**config.mk**
```make
export PLATFORM = sky130hd
export DESIGN_NAME = flagbit_unit
export DESIGN_NICKNAME = d
export VERILOG_FILES = /design/src/rtl/flagbit_unit.sv
export SDC_FILE = /design/constraint.sdc
export NUM_CORES = 1
export LEC_CHECK = 0
export CORE_ASPECT_RATIO = 1.4
export CORE_MARGIN = 4
export CORE_UTILIZATION = 61
export DETAILED_ROUTE_END_ITERATION = 6
export PLACE_DENSITY = 0.8
export SETUP_SLACK_MARGIN = 0.02
export SKIP_CTS_REPAIR_TIMING = 1
export SLEW_MARGIN = 20
export SYNTH_ARGS = -nofsm -noshare
export SYNTH_HDL_FRONTEND = slang
export SYNTH_SLANG_ARGS = --single-unit
```
**constraint.sdc**
```tcl
create_clock -name clk -period 3.15 [get_ports clk]
set_input_delay 0.945 -clock clk [delete_from_list [all_inputs] [get_ports clk]]
set_output_delay 0.945 -clock clk [all_outputs]
set_load 0.02 [all_outputs]
```
**src/rtl/flagbit_unit.sv**
```systemverilog
module flagbit_unit #(
  parameter int IO_AW = 5,
  parameter int DW    = 8
) (
  input  logic             clk,
  input  logic             rst_n,
  input  logic             op_valid,
  input  logic [2:0]       op_code,
  input  logic [2:0]       bit_idx,
  input  logic [DW-1:0]    reg_in,
  input  logic [IO_AW-1:0] io_addr,
  output logic [7:0]       sreg_out,
  output logic [DW-1:0]    reg_out,
  output logic             busy,
  output logic             io_wr_en,
  output logic [IO_AW-1:0] io_wr_addr,
  output logic [DW-1:0]    io_wr_data
);
  localparam int IO_DEPTH = 1 << IO_AW;
  localparam int T_POS    = 6;

  localparam logic [2:0] OP_FSET = 3'd1;
  localparam logic [2:0] OP_FCLR = 3'd2;
  localparam logic [2:0] OP_TST  = 3'd3;
  localparam logic [2:0] OP_TLD  = 3'd4;
  localparam logic [2:0] OP_IOS  = 3'd5;
  localparam logic [2:0] OP_IOC  = 3'd6;

  logic [DW-1:0]    bank [IO_DEPTH];
  logic [IO_AW-1:0] pend_addr;
  logic [2:0]       pend_bit;
  logic             pend_set;
  logic [DW-1:0]    old_val, new_val;
  logic             go;

  assign go      = op_valid && !busy;
  assign old_val = bank[pend_addr];

  always_comb begin
    new_val = old_val;
    new_val[pend_bit] = pend_set;
  end

  always_ff @(posedge clk or negedge rst_n) begin
    if (!rst_n) begin
      sreg_out <= '0;
      reg_out  <= '0;
    end else if (go) begin
      case (op_code)
        OP_FSET: sreg_out[bit_idx] <= 1'b1;
        OP_FCLR: sreg_out[bit_idx] <= 1'b0;
        OP_TST:  sreg_out[T_POS]   <= reg_in[bit_idx];
        OP_TLD: begin
          reg_out          <= reg_in;
          reg_out[bit_idx] <= sreg_out[T_POS];
        end
        default: ;
      endcase
    end
  end

  always_ff @(posedge clk or negedge rst_n) begin
    if (!rst_n) begin
      busy       <= 1'b0;
      pend_addr  <= '0;
      pend_bit   <= '0;
      pend_set   <= 1'b0;
      io_wr_en   <= 1'b0;
      io_wr_addr <= '0;
      io_wr_data <= '0;
    end else begin
      io_wr_en <= 1'b0;
      if (busy) begin
        busy       <= 1'b0;
        io_wr_en   <= 1'b1;
        io_wr_addr <= pend_addr;
        io_wr_data <= new_val;
      end else if (go && (op_code == OP_IOS || op_code == OP_IOC)) begin
        busy      <= 1'b1;
        pend_addr <= io_addr;
        pend_bit  <= bit_idx;
        pend_set  <= (op_code == OP_IOS);
      end
    end
  end

  always_ff @(posedge clk or negedge rst_n) begin
    if (!rst_n) begin
      for (int i = 0; i < IO_DEPTH; i++) bank[i] <= '0;
    end else if (busy) begin
      bank[pend_addr] <= new_val;
    end
  end
endmodule


```
==> run_results.csv <==
group,metric,value,unit
outcome,outcome,"completed",
floorplan,core,22600,um^2
placement,place_ws,0.271,ns
power,ir_drop,488,uV
synthesis,syn_inst,1087,
sta,fmax,340,MHz
sta,slew_headroom,0.459,
global_routing,grt_pass1_wl,54600,um
floorplan,initial_utilization,0.620,
floorplan,die_y,187,um
job,maxCapViolCount,0,
clock_network,ctsHtreeMaxLevel,1,
critical_path,critPathBufInv,1,
critical_path,arrival,3.36,ns
synthesis,synthesis.area,14000,um^2
floorplan,num_io_pins,53,
sta,skew,0.00983,ns
cells_and_area,final_util,0.706,
global_routing,grt_max_degree,72,
clock_network,cts.path.max_buffers,3,
cells_and_area,fin_nets,1161,
critical_path,end_kind,"flop",
synthesis,yosysWarnings,0,
synthesis,synth_area_leader_cell,"dfrtp_1",
routing,drtAntennaViolNets,0,
placement,routabilityCongestion,0.939,
sta,drv_slew,0,
routing,num_vias,9241,
cells_and_area,stdcell_count,1462,
placement,dp.cells,1409,
cells_and_area,fillers,1590,
global_routing,grtUsageTotal,0.272,
synthesis,synth-async-reset-ratio,1.00,
synthesis,ys_top_cells_by_area,"dfrtp_1 53%, mux2_2 18%, mux2i_1 7.4%",
critical_path,cp_slowest_cell,"dfrtp_4",
sta,finalHoldViolCount,0,
critical_path,r2r_slack,0.21,ns
synthesis,yosys_most_used_dff,"dfrtp_1",
clock_network,cts_tree,"built",
sta,setup_viol,0,
critical_path,crit_chain,"buf_4 -> mux2i_1 -> o22ai_1 -> nor4_1 -> a31oi_2 -> mux2_2",
sta,finalCritPeriodShare,0.933,
routing,drt-pass1-iter-count,5,
floorplan,dieArea,25500,um^2
sta,rsz0062_at_grt,"no",
sta,fin_tns_setup,0,ns
placement,dp_hpwl,22900,um
routing,wirelength,33800,um
clock_network,cts-buffers-inserted,29,
cells_and_area,syn_to_final_growth,13.9,%
clock_network,clock_sinks,296,
synthesis,synth_common_cells,"296 x dfrtp_1, 218 x mux2_2, 105 x nand2_1",
synthesis,synth.avg_cell_area,12.9,um^2
critical_path,r2r_cells,6,
routing,via_per_inst,6.32,
global_routing,overflow,0,
clock_network,insertion_delay,0.54,ns
power,power_density,661,nW/um^2
cells_and_area,finalInstanceArea,16000,um^2
critical_path,cpPeakStageDelay,0.69,ns
sta,holdWs,0.365,ns
global_routing,grt_pass1_vias,9697,
power,p_total,10.6,mW
critical_path,startpoint_type,"flop",
routing,route.detailed.drc,0,
floorplan,num_rows,65,
critical_path,worstPathMaxFanout,22,
placement,port_buffers,52,
critical_path,required,3.57,ns
critical_path,r2r-end,"bank[52]",
sta,fin_ws,0.210,ns
routing,detail_route.iter0.violations,708,
min_path,min_path_type,"input port to async pin",
sta,tightest_slew,0.808,ns
synthesis,ys_types,48,
critical_path,crit_family,"multiplexers",
synthesis,synth_nets,1109,
synthesis,synth_top_area_frac,0.528,
routing,drt-wirelength-per-cell,23.1,um
synthesis,ys_seq_area_frac,0.528,
critical_path,reg2reg_from,"pend_addr[1]",
global_routing,antenna_found_initial,0,
synthesis,ys_ff_latch,296,
critical_path,crit_type,"flop to flop",
power,leakage,7.34,nW
sta,finalWorstPathRequiredPeriod,2.94,ns
synthesis,yosysMostFrequentCell,"dfrtp_1",
placement,place_area,15000,um^2
cells_and_area,drive_gt1_frac,0.331,
synthesis,synth-edff-count,0,
cells_and_area,diodes,0,
clock_network,path_clk_slew,0.06,ns
clock_network,clock-root-buffer,"clkbuf_16",
floorplan,dieWidth,136,um
[worst max-delay path by stage]
stage	cells past startpoint	endpoint	from	slack [ns]
after global routing	6	bank[52]	pend_addr[1]	0.13
final	6	bank[52]	pend_addr[1]	0.21
after floorplan	6	bank[120]	pend_addr[2]	0.96
after CTS	6	bank[52]	pend_addr[1]	0.25
after detailed placement	6	bank[52]	pend_addr[1]	0.27
after global placement	6	io_wr_data[4]	pend_addr[1]	0.31
[placed cells by master, fill, tap and decap left out, types with 5 or more instances in the layout]
master           count
nand2_1            105
o31ai_1             54
nor3_1               8
o22ai_1             46
mux2i_1            104
clkinv_2             7
buf_4               55
a211oi_1             5
clkdlybuf4s50_1     51
dfrtp_1            294
o31ai_2             10
nor2_2               7
mux4_2              17
nor2_1              19
buf_12               7
a31oi_2              8
clkbuf_1             5
a22oi_1              5
mux2_2             218
clkbuf_8             6
o21ai_0             13
nor4_1               8
clkbuf_16           29
[per-layer routing]
layer | vias up | routed length, um | GRT usage
li1 | 4093 | - | -
met1 | 4718 | 13500 | 0.365
met2 | 327 | 16900 | 0.449
met3 | 103 | 2000 | 0.0390
met4 | 0 | 1450 | 0.107
met5 | - | 0 | 0
[power by group]
group          switching, mW  internal, mW  total [mW]
clock network           1.46          2.08        3.54
logic                   1.31          1.09        2.40
registers              0.368          4.25        4.62
[sequential cells by signal, summed over array words and instances (netlist names), named ones only]
name	flops
bank	256
busy	1
io_wr_addr	5
io_wr_data	8
io_wr_en	1
pend_addr	5
pend_bit	3
pend_set	1
reg_out	8
sreg_out	1
[area by class of cell]
type	count	area (um^2)	area share
timing repair buffer	114	1080	0.0675
clock inverter	13	150	0.00940
sequential	296	7410	0.464
multi-input combinational	694	6110	0.382
tap	301	377	0.0236
clock buffer	40	827	0.0518
inverter	4	15.0	0.000940
[cell families after synthesis]
logic type,Yosys count,share of synthesized area
xor+xnor,1,0.000625
flops,296,0.528
compound gates,153,0.0827
mux,339,0.277
simple gates,201,0.0744
buf+inv,97,0.0371
No activity file was read; power rests on OpenSTA's default activity.
